**config.mk**
```make
export PLATFORM = sky130hd
export DESIGN_NAME = addr_pin_decoder
export DESIGN_NICKNAME = d
export VERILOG_FILES = /design/src/rtl/addr_pin_pkg.sv /design/src/rtl/addr_window.sv /design/src/rtl/pin_classifier.sv /design/src/rtl/pin_encoder.sv /design/src/rtl/addr_pin_decoder.sv
export SDC_FILE = /design/constraint.sdc
export NUM_CORES = 1
export LEC_CHECK = 0
export BUFFER_PORTS_ARGS = -buffer_cell sky130_fd_sc_hd__buf_2
export CORE_ASPECT_RATIO = 0.8
export CORE_MARGIN = 2
export CORE_UTILIZATION = 40
export DETAILED_ROUTE_END_ITERATION = 10
export PLACE_DENSITY = 0.58
export REMOVE_ABC_BUFFERS = 1
export SLEW_MARGIN = 20
export SYNTH_ARGS = -nofsm -noshare
export SYNTH_HDL_FRONTEND = slang
export SYNTH_SLANG_ARGS = --single-unit
```
**constraint.sdc**
```tcl
create_clock -name clk_i -period 2.3 [get_ports clk_i]
set_clock_uncertainty 0.05 [all_clocks]
set_input_delay 0.115 -clock clk_i [delete_from_list [all_inputs] [get_ports clk_i]]
set_output_delay 0.115 -clock clk_i [all_outputs]
set_load 0.02 [all_outputs]
```
**src/rtl/addr_pin_pkg.sv**
```systemverilog
package addr_pin_pkg;
  // code values match the lower pin field; the upper field flips bit 1
  typedef enum logic [1:0] {
    CONN_GND = 2'd0,
    CONN_SUP = 2'd1,
    CONN_SCL = 2'd2,
    CONN_SDA = 2'd3
  } conn_e;

  localparam int unsigned CODE_W = 2;
endpackage

```
**src/rtl/addr_window.sv**
```systemverilog
module addr_window #(
  parameter int unsigned ADDR_CLOCKS = 8
) (
  input  logic clk_i,
  input  logic rst_ni,
  input  logic scl_i,
  input  logic sda_i,
  input  logic start_i,
  input  logic stop_i,
  output logic obs_o,
  output logic commit_o,
  output logic scl_tog_o,
  output logic sda_tog_o
);
  localparam int unsigned CNT_W = $clog2(ADDR_CLOCKS + 1);

  logic             scl_q, sda_q, in_win_q;
  logic [CNT_W-1:0] cnt_q;
  logic             scl_rise, last_edge;

  assign scl_rise  = scl_i & ~scl_q;
  assign last_edge = (cnt_q == CNT_W'(ADDR_CLOCKS - 1));
  assign commit_o  = in_win_q & scl_rise & last_edge & ~start_i & ~stop_i;
  assign obs_o     = in_win_q;
  assign scl_tog_o = scl_i ^ scl_q;
  assign sda_tog_o = sda_i ^ sda_q;

  always_ff @(posedge clk_i or negedge rst_ni) begin
    if (!rst_ni) begin
      scl_q <= 1'b1;
      sda_q <= 1'b1;
    end else begin
      scl_q <= scl_i;
      sda_q <= sda_i;
    end
  end

  always_ff @(posedge clk_i or negedge rst_ni) begin
    if (!rst_ni) begin
      in_win_q <= 1'b0;
      cnt_q    <= '0;
    end else if (start_i) begin
      in_win_q <= 1'b1;
      cnt_q    <= '0;
    end else if (stop_i) begin
      in_win_q <= 1'b0;
      cnt_q    <= '0;
    end else if (in_win_q && scl_rise) begin
      if (last_edge) begin
        in_win_q <= 1'b0;
        cnt_q    <= '0;
      end else begin
        cnt_q <= cnt_q + 1'b1;
      end
    end
  end

  AST_NO_START_STOP: assert property (@(posedge clk_i) disable iff (!rst_ni) !(start_i && stop_i));
  AST_CNT_BOUND:     assert property (@(posedge clk_i) disable iff (!rst_ni) in_win_q |-> (cnt_q < CNT_W'(ADDR_CLOCKS)));
  AST_START_OPENS:   assert property (@(posedge clk_i) disable iff (!rst_ni) start_i |=> (in_win_q && cnt_q == '0));
  AST_COMMIT_CLOSES: assert property (@(posedge clk_i) disable iff (!rst_ni) commit_o |=> !in_win_q);
  AST_STOP_CLOSES:   assert property (@(posedge clk_i) disable iff (!rst_ni) stop_i |=> !in_win_q);
endmodule

```
**src/rtl/pin_classifier.sv**
```systemverilog
module pin_classifier
  import addr_pin_pkg::*;
(
  input  logic  clk_i,
  input  logic  rst_ni,
  input  logic  pin_i,
  input  logic  scl_i,
  input  logic  sda_i,
  input  logic  start_i,
  input  logic  obs_i,
  input  logic  commit_i,
  input  logic  scl_tog_i,
  input  logic  sda_tog_i,
  output conn_e conn_o
);
  logic  m_scl_q, m_sda_q, t_scl_q, t_sda_q, seen_q;
  conn_e conn_q, static_c, next_c;
  logic  eq_scl, eq_sda, fin_scl, fin_sda;

  assign eq_scl   = (pin_i == scl_i);
  assign eq_sda   = (pin_i == sda_i);
  // include the closing-edge sample itself
  assign fin_scl  = m_scl_q & eq_scl & (t_scl_q | scl_tog_i);
  assign fin_sda  = m_sda_q & eq_sda & (t_sda_q | sda_tog_i);
  assign static_c = pin_i ? CONN_SUP : CONN_GND;

  always_comb begin
    if (fin_scl)      next_c = CONN_SCL;
    else if (fin_sda) next_c = CONN_SDA;
    else              next_c = static_c;
  end

  always_ff @(posedge clk_i or negedge rst_ni) begin
    if (!rst_ni) begin
      m_scl_q <= 1'b0;
      m_sda_q <= 1'b0;
      t_scl_q <= 1'b0;
      t_sda_q <= 1'b0;
    end else if (start_i) begin
      m_scl_q <= eq_scl;
      m_sda_q <= eq_sda;
      t_scl_q <= 1'b0;
      t_sda_q <= 1'b0;
    end else if (obs_i) begin
      m_scl_q <= m_scl_q & eq_scl;
      m_sda_q <= m_sda_q & eq_sda;
      t_scl_q <= t_scl_q | scl_tog_i;
      t_sda_q <= t_sda_q | sda_tog_i;
    end
  end

  always_ff @(posedge clk_i or negedge rst_ni) begin
    if (!rst_ni) begin
      conn_q <= CONN_SUP;
      seen_q <= 1'b0;
    end else if (commit_i) begin
      conn_q <= next_c;
      seen_q <= 1'b1;
    end else if (!seen_q && !obs_i && !start_i) begin
      conn_q <= static_c;
    end
  end

  assign conn_o = conn_q;

  AST_HOLD_IN_TXN:  assert property (@(posedge clk_i) disable iff (!rst_ni) (obs_i && !commit_i) |=> $stable(conn_q));
  AST_PRE_STATIC:   assert property (@(posedge clk_i) disable iff (!rst_ni) (!seen_q && !obs_i && !start_i) |=> (conn_q == CONN_GND || conn_q == CONN_SUP));
  AST_SCL_MATCHED:  assert property (@(posedge clk_i) disable iff (!rst_ni) (commit_i && !eq_scl) |=> (conn_q != CONN_SCL));
  AST_SDA_MATCHED:  assert property (@(posedge clk_i) disable iff (!rst_ni) (commit_i && !eq_sda) |=> (conn_q != CONN_SDA));
endmodule

```
**src/rtl/pin_encoder.sv**
```systemverilog
module pin_encoder
  import addr_pin_pkg::*;
#(
  parameter bit          FLIP    = 1'b0,
  parameter int unsigned GROUP_W = 4
) (
  input  conn_e              conn_i,
  output logic [CODE_W-1:0]  code_o,
  output logic               pullup_o,
  output logic [GROUP_W-1:0] default_o
);
  logic not_gnd;

  assign not_gnd   = (conn_i != CONN_GND);
  assign code_o    = conn_i ^ {FLIP, 1'b0};
  assign pullup_o  = not_gnd;
  assign default_o = {GROUP_W{not_gnd}};
endmodule

```
**src/rtl/addr_pin_decoder.sv**
```systemverilog
module addr_pin_decoder
  import addr_pin_pkg::*;
#(
  parameter int unsigned ADDR_CLOCKS = 8,
  parameter int unsigned GROUP_W     = 4
) (
  input  logic                 clk_i,
  input  logic                 rst_ni,
  input  logic                 pin_hi_i,
  input  logic                 pin_lo_i,
  input  logic                 scl_i,
  input  logic                 sda_i,
  input  logic                 start_i,
  input  logic                 stop_i,
  output logic [3:0]           addr_var_o,
  output logic [1:0]           pullup_en_o,
  output logic [2*GROUP_W-1:0] out_default_o
);
  localparam int unsigned NUM_PINS = 2;

  logic                obs, commit, scl_tog, sda_tog;
  logic [NUM_PINS-1:0] pins;

  assign pins = {pin_hi_i, pin_lo_i};

  addr_window #(.ADDR_CLOCKS(ADDR_CLOCKS)) u_window (
    .clk_i     (clk_i),
    .rst_ni    (rst_ni),
    .scl_i     (scl_i),
    .sda_i     (sda_i),
    .start_i   (start_i),
    .stop_i    (stop_i),
    .obs_o     (obs),
    .commit_o  (commit),
    .scl_tog_o (scl_tog),
    .sda_tog_o (sda_tog)
  );

  for (genvar g = 0; g < NUM_PINS; g++) begin : g_pin
    conn_e conn;

    pin_classifier u_cls (
      .clk_i     (clk_i),
      .rst_ni    (rst_ni),
      .pin_i     (pins[g]),
      .scl_i     (scl_i),
      .sda_i     (sda_i),
      .start_i   (start_i),
      .obs_i     (obs),
      .commit_i  (commit),
      .scl_tog_i (scl_tog),
      .sda_tog_i (sda_tog),
      .conn_o    (conn)
    );

    pin_encoder #(.FLIP(g == 1), .GROUP_W(GROUP_W)) u_enc (
      .conn_i    (conn),
      .code_o    (addr_var_o[g*CODE_W +: CODE_W]),
      .pullup_o  (pullup_en_o[g]),
      .default_o (out_default_o[g*GROUP_W +: GROUP_W])
    );
  end

  AST_ADDR_HOLD: assert property (@(posedge clk_i) disable iff (!rst_ni) (obs && !commit) |=> $stable(addr_var_o));
endmodule

```
==> results.rst, run 1 <==
.. list-table::
   :header-rows: 1

   * - Metric
     - Value
   * - Worst setup timing slack at the placement stage
     - 0.605 ns
   * - Global-route wire length before repair
     - 3350 um
   * - Post-synth ARST share
     - 100%
   * - Pint
     - 0.550 mW
   * - Setup repair after global routing missed its margin
     - false
   * - Ordered cell list for the critical path
     - inv_1 -> ha_1 -> and4bb_4 -> nand2_1 -> nor2_1 -> o41ai_2
   * - Antenna violations before repair
     - 0
   * - Share of power burned in the clock network
     - 25.7%
   * - Switching part of the total power
     - 30.0%
   * - Aggregate global-route resource usage
     - 13.6%
   * - Post-cts repair resize count
     - 0
   * - Top FF cell, synth
     - sky130_fd_sc_hd__dfrtp_1
   * - Final Hold Fails
     - 0
   * - Number of placement rows
     - 17
   * - Fill cell instance count of the final layout
     - 270
   * - H-tree levels
     - 1
   * - Final hold slack
     - 0.128 ns
   * - Combinational cell fraction of total power
     - 23.3%
   * - Port Buf Inserts
     - 21
   * - Mean instance size in the synthesized netlist
     - 9.99 sq um
   * - PD cells
     - 638 nW/um^2
   * - Number of buffers added by the clock tree synthesis step
     - 3
   * - Reg2Reg Launch Point
     - u_window.scl_q
   * - Critical Path Start
     - u_window.scl_q
   * - Total number of vias
     - 779
   * - Power spent charging and discharging nets
     - 0.235 mW
   * - # hold bufs at CTS
     - 4
   * - Post-CTS setup repair buffer count
     - 0
   * - Number of enable-type register cells in the synthesized netlist
     - 0
   * - Number of max-slew violations in the final report
     - 0
   * - Crit path max-delay family
     - flip-flops
   * - Insertion delay of the later-clocked pin in the worst-skew pair
     - 0.30 ns
   * - Highest net fanout along the worst path
     - 5
   * - Critical path start-end classification
     - flip-flop to flip-flop
   * - Number of detailed-route iterations in the first pass
     - 3
   * - Violation count after the first detailed-routing iteration
     - 6
   * - Count of antenna-violating nets left after detailed routing
     - 0
   * - Max capacitance violation total
     - 0
   * - Starting utilization of the core area
     - 41.4%
   * - Maximum clock insertion buffer count
     - 2
   * - Yosys cell types
     - 32
   * - Aggregate routed wire length
     - 1980 um
   * - Result of the run
     - completed
   * - R2R Setup Slk
     - 0.58 ns
   * - Die Area
     - 3240 sq um
   * - Instance count of the mapped netlist
     - 112
   * - Tightest Pin Transition
     - 0.443 ns
   * - Leakage dissipation
     - 0.578 nW
   * - Maximum number of pins on one net before global-route repair
     - 21
   * - Overall die height
     - 51.3 um
   * - Clock-pin slew of the registers on the worst-case setup and hold paths
     - 0.11 ns
   * - Post-DR wirelength/cell
     - 12.2 um
   * - Area growth from synthesis to layout
     - 9.96%
   * - Buf/Inv on CP
     - 1
   * - CTS Sinks
     - 20
   * - Shortest clock period the worst path allows after layout
     - 1.72 ns
   * - CTS tree
     - built
   * - Grt ovf
     - 0
   * - Nets
     - 135
   * - Clock root cell
     - sky130_fd_sc_hd__clkbuf_4
   * - Diode insertion count for antenna repair
     - 0
   * - Vias in the first global route
     - 715
   * - Hold Path Origin
     - start_i
   * - IO Count
     - 22
   * - Sequential share of the synthesized area
     - 45.2%
   * - Layout Cells excl Fill
     - 162
   * - Path class of the lowest-slack min-delay path
     - primary input to flip-flop
   * - Portion of total power attributed to sequential cells
     - 51.0%
   * - Detailed Place HPWL
     - 1460 um
   * - Commonest non-fill, non-tap cell in the layout
     - sky130_fd_sc_hd__buf_2
   * - Post-Route Setup TNS
     - 0 ns
   * - Share of post-route cells with drive strength above 1
     - 30.6%
   * - Arr. time, crit path
     - 1.87 ns
   * - Max stage delay on crit path
     - 0.53 ns
   * - Commonest cells after routing, fill and taps aside
     - sky130_fd_sc_hd__buf_2, sky130_fd_sc_hd__dfrtp_1, sky130_fd_sc_hd__nor2_1
   * - Kind of capture point of the worst setup path
     - flip-flop
   * - Post-route fraction of the period consumed by the critical path
     - 74.6%
   * - Post-synthesis register bit count
     - 20
   * - Launching element type of the critical path
     - flip-flop
   * - # DRC
     - 0
   * - Achievable frequency
     - 0.583 GHz
   * - Min setup slack post-route
     - 0.585 ns
   * - # placed instances
     - 154
   * - Headroom to the max-slew limit
     - 70.5%
   * - VDD IR-drop max
     - 310 uV
   * - Required time at the worst-slack endpoint
     - 2.46 ns
   * - Number of synthesis warnings
     - 0
   * - Final Setup Violations
     - 0
   * - Vias per cell
     - 4.81
   * - Post-Synthesis Cell Area
     - 1120 sq um
   * - Core Region
     - 2700 sq um
   * - Routability-driven placement congestion ratio
     - 0.722
   * - Crit path max-delay cell type
     - sky130_fd_sc_hd__dfstp_2
   * - Die outline width
     - 63.1 um
-- power by group through the flow --
stage	sequential [mW]	combinational [mW]	clock, mW
2_1_floorplan	0.410	0.108	0
3_3_place_gp	0.406	0.177	0
3_5_place_dp	0.407	0.178	0
4_1_cts	0.400	0.185	0.207
5_1_grt	0.405	0.199	0.226
6_report	0.400	0.183	0.202
-- synthesized netlist by cell type, drive strengths merged, types with 2 or more instances --
master | instances | area, sq um
o41ai | 2 | 32.5
or2 | 2 | 12.5
nor2 | 9 | 33.8
xnor2 | 4 | 35.0
o21bai | 2 | 15.0
a21oi | 8 | 43.8
o22ai | 2 | 12.5
o22a | 4 | 35.0
ha | 2 | 25.0
inv | 3 | 11.3
nand2b | 3 | 18.8
nor3 | 5 | 25.0
nor2b | 3 | 18.8
a21boi | 2 | 15.0
xor2 | 2 | 17.5
nand2 | 9 | 41.3
o21ai | 3 | 15.0
buf | 16 | 114
dfstp | 4 | 105
nand3 | 4 | 20.0
dfrtp | 16 | 400
-- metal layers --
layer | up-vias | GRT usage (%) | share of wire, %
met3 | 2 | 3.96 | 5.0
met2 | 20 | 21.1 | 43
met4 | 0 | 2.22 | 1.1
li1 | 399 | - | -
met5 | - | 0 | 0
met1 | 358 | 19.1 | 51
-- metrics by stage --
| step | util, % | instance area (sq um) | power [mW] |
|---|---|---|---|
| floorplan | - | 1000 | 0.518 |
| global placement | 42.7 | 1150 | 0.583 |
| detailed placement | 42.7 | 1150 | 0.586 |
| CTS | 45.5 | 1230 | 0.792 |
| global route | 45.5 | 1230 | 0.831 |
| finish | 45.5 | 1230 | 0.785 |
-- worst register-to-register path: stages (launching register included) --
cell                       delay [ns]
sky130_fd_sc_hd__dfstp_2         0.53
sky130_fd_sc_hd__inv_1           0.04
sky130_fd_sc_hd__ha_1            0.23
sky130_fd_sc_hd__and4bb_4        0.25
sky130_fd_sc_hd__nand2_1         0.15
sky130_fd_sc_hd__nor2_1          0.08
sky130_fd_sc_hd__o41ai_2         0.31
-- sequential cells by signal, indices dropped and copies added, names as in the netlist --
signal,cells
g_pin.u_cls.t_sda_q,2
u_window.scl_q,1
u_window.obs_o,1
g_pin.u_cls.t_scl_q,2
u_window.cnt_q,4
g_pin.u_cls.seen_q,1
g_pin.u_cls.conn_o,4
g_pin.u_cls.m_scl_q,2
u_window.sda_q,1
g_pin.u_cls.m_sda_q,2
-- cells by family (layout without fill, tap and decap cells) --
group | count (synthesis) | in the layout | synth area share (%)
simple gates | 38 | 38 | 18.5
compound gates | 25 | 25 | 17.0
flops | 20 | 20 | 45.2
buf+inv | 20 | 32 | 11.5
xor+xnor | 6 | 6 | 4.70
fa+ha+maj | 2 | 2 | 2.24
mux | 1 | 1 | 0.895
-- path summary, 6_finish.rpt --
| path | to | cells past startpoint |
|---|---|---|
| worst max-delay path | g_pin[1].u_cls.conn_o[0] | 6 |
| worst min-delay path | u_window.cnt_q[3] | 2 |
| worst max register to register | g_pin[1].u_cls.conn_o[0] | 6 |
| worst min register to register | g_pin[0].u_cls.seen_q | 1 |
| max in group asynchronous | u_window.scl_q | 2 |
| min in group asynchronous | u_window.cnt_q[3] | 2 |
-- final cells by class --
type	instances	area [sq um]	area share [%]
Tap cell	38	47.5	3.87
Clock buffer	4	36.3	2.95
Multi-Input combinational cell	72	484	39.4
Timing Repair Buffer	25	145	11.8
Sequential cell	20	505	41.1
Inverter	3	11.3	0.916
Power figures use the tool's default switching activity.
==> run 2: changes to the inputs <==
Settings changed: ABC_AREA from default to 1, PLACE_DENSITY 0.58 to 0.6.
Clock period 2.3 ns to 1.5 ns, I/O delays scaled along.
==> run 2 against run 1 <==
  * Final cell count grew 20%
  * Critical path depth increased by 4
  * Hold slack lost 0.11 ns
  * Count of clock-buffer cells in the layout stayed put
  * Design area rose by 5.4%
  * Via count increased by 9.8%
  * Sequential share of layout area is 2.1 points lower
  * Clock power rose by 61%
  * Synthesized area is 1.9% higher
  * Maximum frequency up 24%
  * Synthesized cell count up 25%
  * First-iteration DRC count grew to 8.8 times the previous value
  * Critical endpoint unchanged
  * Highest routed layer is now met3
==> results.rst, run 2 <==
.. list-table::
   :header-rows: 1

   * - Metric
     - Value
   * - Sequential share of the synthesized area
     - 44.3% (-0.84 points)
   * - Commonest non-fill, non-tap cell in the layout
     - sky130_fd_sc_hd__nand2_1
   * - Aggregate routed wire length
     - 2220 um (+12%)
   * - Number of synthesis warnings
     - 0 (unchanged)
   * - PD cells
     - 809 nW/um^2 (+27%)
   * - Most repeated library cell on the critical path
     - sky130_fd_sc_hd__nand2_1
   * - Shortest clock period the worst path allows after layout
     - 1.38 ns (-0.336 ns)
   * - Yosys cell types
     - 27 (-16%)
   * - Die outline width
     - 63.7 um (+0.88%)
   * - Mean instance size in the synthesized netlist
     - 8.14 sq um (-18%)
   * - Total number of vias
     - 855 (+9.8%)
   * - Antenna violations before repair
     - 0 (unchanged)
   * - Share of post-route cells with drive strength above 1
     - 33.1% (+2.5 points)
   * - Path class of the lowest-slack min-delay path
     - primary input to flip-flop
   * - # placed instances
     - 187 (+21%)
   * - Nets
     - 168 (+24%)
   * - Grt ovf
     - 0 (unchanged)
   * - Post-synth ARST share
     - 100% (unchanged)
   * - IO Count
     - 22 (unchanged)
   * - Starting utilization of the core area
     - 41.5% (+0.13 points)
   * - Final Hold Fails
     - 0 (unchanged)
   * - Layout Cells excl Fill
     - 195 (+20%)
   * - Aggregate global-route resource usage
     - 15.9% (+2.3 points)
   * - Detailed Place HPWL
     - 1780 um (+22%)
   * - Number of buffers added by the clock tree synthesis step
     - 3 (unchanged)
   * - CTS tree
     - built
   * - Result of the run
     - completed
   * - CTS Sinks
     - 20 (unchanged)
   * - Ordered cell list for the critical path
     - inv_1 -> ha_4 -> nand2_1 -> nand2_1 -> nor2_2 -> nand2_2 -> nand2_1 -> inv_1 -> nand2_1 -> nand2_1
   * - Required time at the worst-slack endpoint
     - 1.70 ns (-0.76 ns)
   * - Clock-pin slew of the registers on the worst-case setup and hold paths
     - 0.13 ns (+0.02 ns)
   * - Number of max-slew violations in the final report
     - 0 (unchanged)
   * - # DRC
     - 0 (unchanged)
   * - Crit path max-delay cell type
     - sky130_fd_sc_hd__dfstp_2
   * - Number of placement rows
     - 17 (unchanged)
   * - Kind of capture point of the worst setup path
     - flip-flop
   * - Number of enable-type register cells in the synthesized netlist
     - 0 (unchanged)
   * - Commonest cells after routing, fill and taps aside
     - sky130_fd_sc_hd__nand2_1, sky130_fd_sc_hd__buf_2, sky130_fd_sc_hd__inv_1
   * - Arr. time, crit path
     - 1.57 ns (-0.30 ns)
   * - Count leader, synth
     - sky130_fd_sc_hd__nand2_1
   * - Global-route wire length before repair
     - 3850 um (+15%)
   * - Post-route fraction of the period consumed by the critical path
     - 91.9% (+17 points)
   * - Area growth from synthesis to layout
     - 13.7%
   * - Setup repair after global routing missed its margin
     - false
   * - Post-DR wirelength/cell
     - 11.4 um (-6.7%)
   * - Launching element type of the critical path
     - flip-flop
   * - Instance count of the mapped netlist
     - 140 (+25%)
   * - Core Region
     - 2740 sq um (+1.6%)
   * - Count of antenna-violating nets left after detailed routing
     - 0 (unchanged)
   * - Max stage delay on crit path
     - 0.53 ns (about the same)
   * - Overall die height
     - 51.7 um (+0.87%)
   * - Vias per cell
     - 4.38 (-8.8%)
   * - H-tree levels
     - 1 (unchanged)
   * - Leading cell types by total area after synthesis
     - sky130_fd_sc_hd__dfrtp_1, sky130_fd_sc_hd__nand2_1, sky130_fd_sc_hd__dfstp_2
   * - Post-synthesis register bit count
     - 20 (unchanged)
   * - Number of detailed-route iterations in the first pass
     - 4 (+1)
   * - Insertion delay of the later-clocked pin in the worst-skew pair
     - 0.31 ns (about the same)
   * - Port Buf Inserts
     - 21 (unchanged)
   * - Routability-driven placement congestion ratio
     - 0.757 (+4.9%)
   * - Violation count after the first detailed-routing iteration
     - 53 (+47)
   * - Diode insertion count for antenna repair
     - 0 (unchanged)
   * - Vias in the first global route
     - 844 (+18%)
   * - Die Area
     - 3300 sq um (+1.8%)
   * - Post-Synthesis Cell Area
     - 1140 sq um (+1.9%)
   * - VDD IR-drop max
     - 401 uV (+29%)
   * - Most common library cells after synthesis
     - sky130_fd_sc_hd__nand2_1, sky130_fd_sc_hd__inv_1, sky130_fd_sc_hd__dfrtp_1
   * - Max capacitance violation total
     - 0 (unchanged)
   * - Post-synthesis cell type with the largest combined area
     - sky130_fd_sc_hd__dfrtp_1
   * - Critical path start-end classification
     - flip-flop to flip-flop
   * - Maximum number of pins on one net before global-route repair
     - 21 (unchanged)
   * - Maximum clock insertion buffer count
     - 2 (unchanged)
   * - Top-area cell type share of the netlist area
     - 35.1% (-0.67 points)
   * - Clock root cell
     - sky130_fd_sc_hd__clkbuf_4
   * - Achievable frequency
     - 0.725 GHz (+24%)
   * - Tightest Pin Transition
     - 0.452 ns (+0.00874 ns)
   * - Leakage dissipation
     - 0.700 nW (+21%)
   * - Top FF cell, synth
     - sky130_fd_sc_hd__dfrtp_1
   * - Highest net fanout along the worst path
     - 3 (-2)
   * - Final Setup Violations
     - 0 (unchanged)
   * - Post-Route Setup TNS
     - 0 ns (unchanged)
   * - Headroom to the max-slew limit
     - 69.9% (-0.58 points)
-- run 2: worst max-delay path: cells and delay by family, from the launching register on --
kind                       cells  cell delay [ns]
buffers and inverters          2             0.08
adders and majority gates      1             0.22
DFF                            1             0.53
and+or+nand+nor                7             0.43
-- run 2: path summary, 6_finish.rpt --
kind | slack (ns) | start | to | cells after the start
max | 0.12 | u_window.scl_q | g_pin[1].u_cls.conn_o[0] | 10
min | 0.02 | start_i | g_pin[0].u_cls.t_scl_q | 2
max reg2reg | 0.12 | u_window.scl_q | g_pin[1].u_cls.conn_o[0] | 10
min reg2reg | 0.41 | g_pin[0].u_cls.seen_q | g_pin[0].u_cls.seen_q | 2
max in group asynchronous | 0.87 | rst_ni | u_window.scl_q | 2
min in group asynchronous | 0.18 | rst_ni | g_pin[0].u_cls.conn_o[1] | 2
-- run 2: where the power goes --
part / leakage (nW) / internal, mW / switching (mW)
sequential: 0.239 / 0.568 / 0.0123
clock: 0.0210 / 0.148 / 0.177
combinational: 0.440 / 0.0526 / 0.0894
-- run 2: cells by family after synthesis --
logic type / after synthesis / synth area share [%]
AND/OR/NAND/NOR: 66 / 28.3
buffers and inverters: 36 / 16.5
adder cells (fa/ha/maj): 2 / 2.20
XOR/XNOR: 2 / 1.54
flip-flops: 20 / 44.3
AO/OA/AOI/OAI: 14 / 7.13
-- run 2: final cells by class --
type	count	area, sq um
timing repair buffer	25	143
fill	252	1450
multi-input combinational	84	469
sequential	20	505
tap	38	47.5
clock buffer	4	36.3
inverter	24	95.1
-- run 2: per-stage QoR --
step / util (%) / setup slack, ns / total power, mW / hold slack (ns) / cell area (sq um)
CTS: 46.6 / 0.0687 / 1.05 / 0.0168 / 1280
floorplan: - / 0.152 / 0.667 / -0.271 / 1050
global placement: 43.7 / -0.0455 / 0.716 / -0.00618 / 1200
detailed placement: 43.7 / 0.0151 / 0.719 / -0.00112 / 1200
finish: 47.2 / 0.121 / 1.05 / 0.0204 / 1300
global route: 47.2 / 0.0168 / 1.11 / 0.0269 / 1300
-- run 2: repair_timing --
item	CTS	global route
setup buffers	0	1
endpoints found under the hold margin	22	0
setup endpoints to repair	1	2
hold buffers	3	0
pin swaps	0	2
gates resized for setup	1	5
gates cloned	0	0
-- run 2: metal layers --
layer / up-vias / GRT usage [%] / wire [um]
li1: 454 / - / -
met1: 389 / 21.2 / 1100
met2: 12 / 24.9 / 1010
met3: 0 / 5.63 / 112
met4: 0 / 3.62 / 0
met5: - / 0 / 0
==> run 3: changes to the inputs <==
--- a/config.mk
+++ b/config.mk
@@ -12,2 +12,3 @@
 export CORE_UTILIZATION = 40
+export CTS_CLUSTER_DIAMETER = 150
 export DETAILED_ROUTE_END_ITERATION = 10
@@ -15,2 +16,3 @@
 export REMOVE_ABC_BUFFERS = 1
+export SKIP_CTS_REPAIR_TIMING = 1
 export SLEW_MARGIN = 20
==> constraint.sdc (replaced) <==
create_clock -name clk_i -period 1.5 [get_ports clk_i]
set_clock_uncertainty 0.05 [all_clocks]
set_input_delay 0.15 -clock clk_i [delete_from_list [all_inputs] [get_ports clk_i]]
set_output_delay 0.15 -clock clk_i [all_outputs]
set_load 0.02 [all_outputs]
==> run 3 against run 2 <==
  * Count of clock-buffer cells in the layout is the same
  * Via count is 1.1% lower
  * Register-to-register slack got worse by 0.02 ns
  * Critical path type is now flip-flop to output pin
  * Largest cell class unchanged
==> results.rst, run 3 (same netlist as run 2, synthesis figures left out) <==
.. list-table::
   :header-rows: 1

   * - Metric
     - Value
   * - Clock root cell
     - sky130_fd_sc_hd__clkbuf_4
   * - Shortest clock period the worst path allows after layout
     - 1.42 ns (+0.0420 ns)
   * - Die Area
     - 3300 sq um (unchanged)
   * - Combinational cell fraction of total power
     - 13.7% (+0.2 points)
   * - CTS Sinks
     - 20 (unchanged)
   * - Nets
     - 168 (unchanged)
   * - Die outline width
     - 63.7 um (unchanged)
   * - Antenna violations before repair
     - 0 (unchanged)
   * - Overall die height
     - 51.7 um (unchanged)
   * - Number of max-slew violations in the final report
     - 0 (unchanged)
   * - Post-DR wirelength/cell
     - 11.3 um (-0.54%)
   * - Achievable frequency
     - 0.704 GHz (-3.0%)
   * - Final hold slack
     - 0.105 ns (+0.0844 ns)
   * - Insertion delay of the later-clocked pin in the worst-skew pair
     - 0.31 ns (about the same)
   * - Grt ovf
     - 0 (unchanged)
   * - End-of-flow core utilization
     - 47.2% (unchanged)
   * - Arr. time, crit path
     - 1.22 ns (-0.35 ns)
   * - Number of buffers added by the clock tree synthesis step
     - 3 (unchanged)
   * - Vias per cell
     - 4.34 (-1.1%)
   * - Pint
     - 0.769 mW (about the same)
   * - Critical path start-end classification
     - flip-flop to output pin
   * - Layout Cells excl Fill
     - 195 (unchanged)
   * - Maximum number of pins on one net before global-route repair
     - 21 (unchanged)
   * - Final Hold Fails
     - 0 (unchanged)
   * - Detailed Place HPWL
     - 1780 um (unchanged)
   * - Violation count after the first detailed-routing iteration
     - 48 (-9.4%)
   * - Switching part of the total power
     - 26.1% (-0.51 points)
   * - Tightest Pin Transition
     - 0.447 ns (-0.00462 ns)
   * - Max capacitance violation total
     - 0 (unchanged)
   * - # DRC
     - 0 (unchanged)
   * - CTS tree
     - built
   * - Commonest non-fill, non-tap cell in the layout
     - sky130_fd_sc_hd__nand2_1
   * - Number of placement rows
     - 17 (unchanged)
   * - Total number of vias
     - 846 (-1.1%)
   * - Number of detailed-route iterations in the first pass
     - 4 (unchanged)
   * - IO Count
     - 22 (unchanged)
   * - Starting utilization of the core area
     - 41.5% (unchanged)
   * - Highest net fanout along the worst path
     - 5 (+2)
   * - Portion of total power attributed to sequential cells
     - 55.8% (+0.4 points)
   * - Final Setup Violations
     - 0 (unchanged)
   * - Maximum clock insertion buffer count
     - 2 (unchanged)
   * - Port Buf Inserts
     - 21 (unchanged)
   * - Routability-driven placement congestion ratio
     - 0.757 (unchanged)
   * - Diode insertion count for antenna repair
     - 0 (unchanged)
   * - Vias in the first global route
     - 837 (-0.83%)
   * - Global-route wire length before repair
     - 3790 um (-1.6%)
   * - Launching element type of the critical path
     - flip-flop
   * - Count of antenna-violating nets left after detailed routing
     - 0 (unchanged)
   * - Required time at the worst-slack endpoint
     - 1.30 ns (-0.40 ns)
   * - Aggregate global-route resource usage
     - 15.5% (-0.33 points)
   * - Aggregate routed wire length
     - 2210 um (-0.54%)
   * - H-tree levels
     - 1 (unchanged)
   * - Setup repair after global routing missed its margin
     - false
   * - PD cells
     - 803 nW/um^2 (-0.68%)
   * - Leakage dissipation
     - 0.699 nW (about the same)
   * - Share of post-route cells with drive strength above 1
     - 33.1% (unchanged)
   * - Area growth from synthesis to layout
     - 13.7% (unchanged)
   * - Result of the run
     - completed
   * - Share of power burned in the clock network
     - 30.6% (-0.5 points)
   * - Headroom to the max-slew limit
     - 70.2% (+0.31 points)
   * - Clock-pin slew of the registers on the worst-case setup and hold paths
     - 0.12 ns (about the same)
   * - Commonest cells after routing, fill and taps aside
     - sky130_fd_sc_hd__nand2_1, sky130_fd_sc_hd__buf_2, sky130_fd_sc_hd__inv_1
   * - Power spent charging and discharging nets
     - 0.272 mW (-2.6%)
   * - Kind of capture point of the worst setup path
     - output pin
   * - Core Region
     - 2740 sq um (unchanged)
   * - Path class of the lowest-slack min-delay path
     - primary input to flip-flop
   * - Post-route fraction of the period consumed by the critical path
     - 94.7% (+2.8 points)
   * - # placed instances
     - 187 (unchanged)
   * - VDD IR-drop max
     - 395 uV (-1.4%)
[run 3: worst max-delay path: stages, from the launching register on]
cell and delay (ns):
sky130_fd_sc_hd__dfrtp_1 0.41, sky130_fd_sc_hd__or2_2 0.33, sky130_fd_sc_hd__buf_2 0.17
[run 3: path summary, 6_finish.rpt]
path / slack (ns) / endpoint / start / cells past startpoint
worst max-delay path: 0.08 / pullup_en_o[0] / g_pin[0].u_cls.conn_o[1] / 2
worst min-delay path: 0.10 / g_pin[0].u_cls.t_scl_q / start_i / 2
worst max register to register: 0.10 / g_pin[1].u_cls.conn_o[0] / u_window.scl_q / 10
worst min register to register: 0.41 / g_pin[0].u_cls.seen_q / g_pin[0].u_cls.seen_q / 2
max in group asynchronous: 0.79 / u_window.sda_q / rst_ni / 2
min in group asynchronous: 0.26 / g_pin[0].u_cls.conn_o[1] / rst_ni / 2
[run 3: area by class of cell]
type                            instances  area (sq um)
Fill cell                             254          1450
Sequential cell                        20           505
Multi-Input combinational cell         84           469
Timing Repair Buffer                   25           143
Inverter                               24          95.1
Tap cell                               38          47.5
Clock buffer                            4          36.3
[run 3: power groups by stage]
stage	Clock, mW	Sequential [mW]	Combinational [mW]
finish	0.318	0.581	0.142
global route	0.356	0.584	0.165
CTS	0.331	0.581	0.128
detailed placement	0	0.591	0.127
global placement	0	0.590	0.126
floorplan	0	0.588	0.0795
[run 3: stage by stage]
step                      setup TNS, ns  area [sq um]  power, mW  setup slack [ns]
after floorplan                       0          1050      0.667             0.152
after global placement          -0.0455          1200      0.716           -0.0455
after detailed placement              0          1200      0.719            0.0151
after CTS                      -0.00690          1230       1.04          -0.00690
after global routing                  0          1300       1.10          0.000207
final                                 0          1300       1.04            0.0790
[run 3: metal layers]
metal / vias to the layer above / share of wire (%) / GRT usage [%]
met3: 0 / 4.3 / 5.63
met1: 382 / 50 / 20.6
li1: 456 / - / -
met2: 8 / 45 / 24.4
met4: 0 / 0 / 3.62
met5: - / 0 / 0
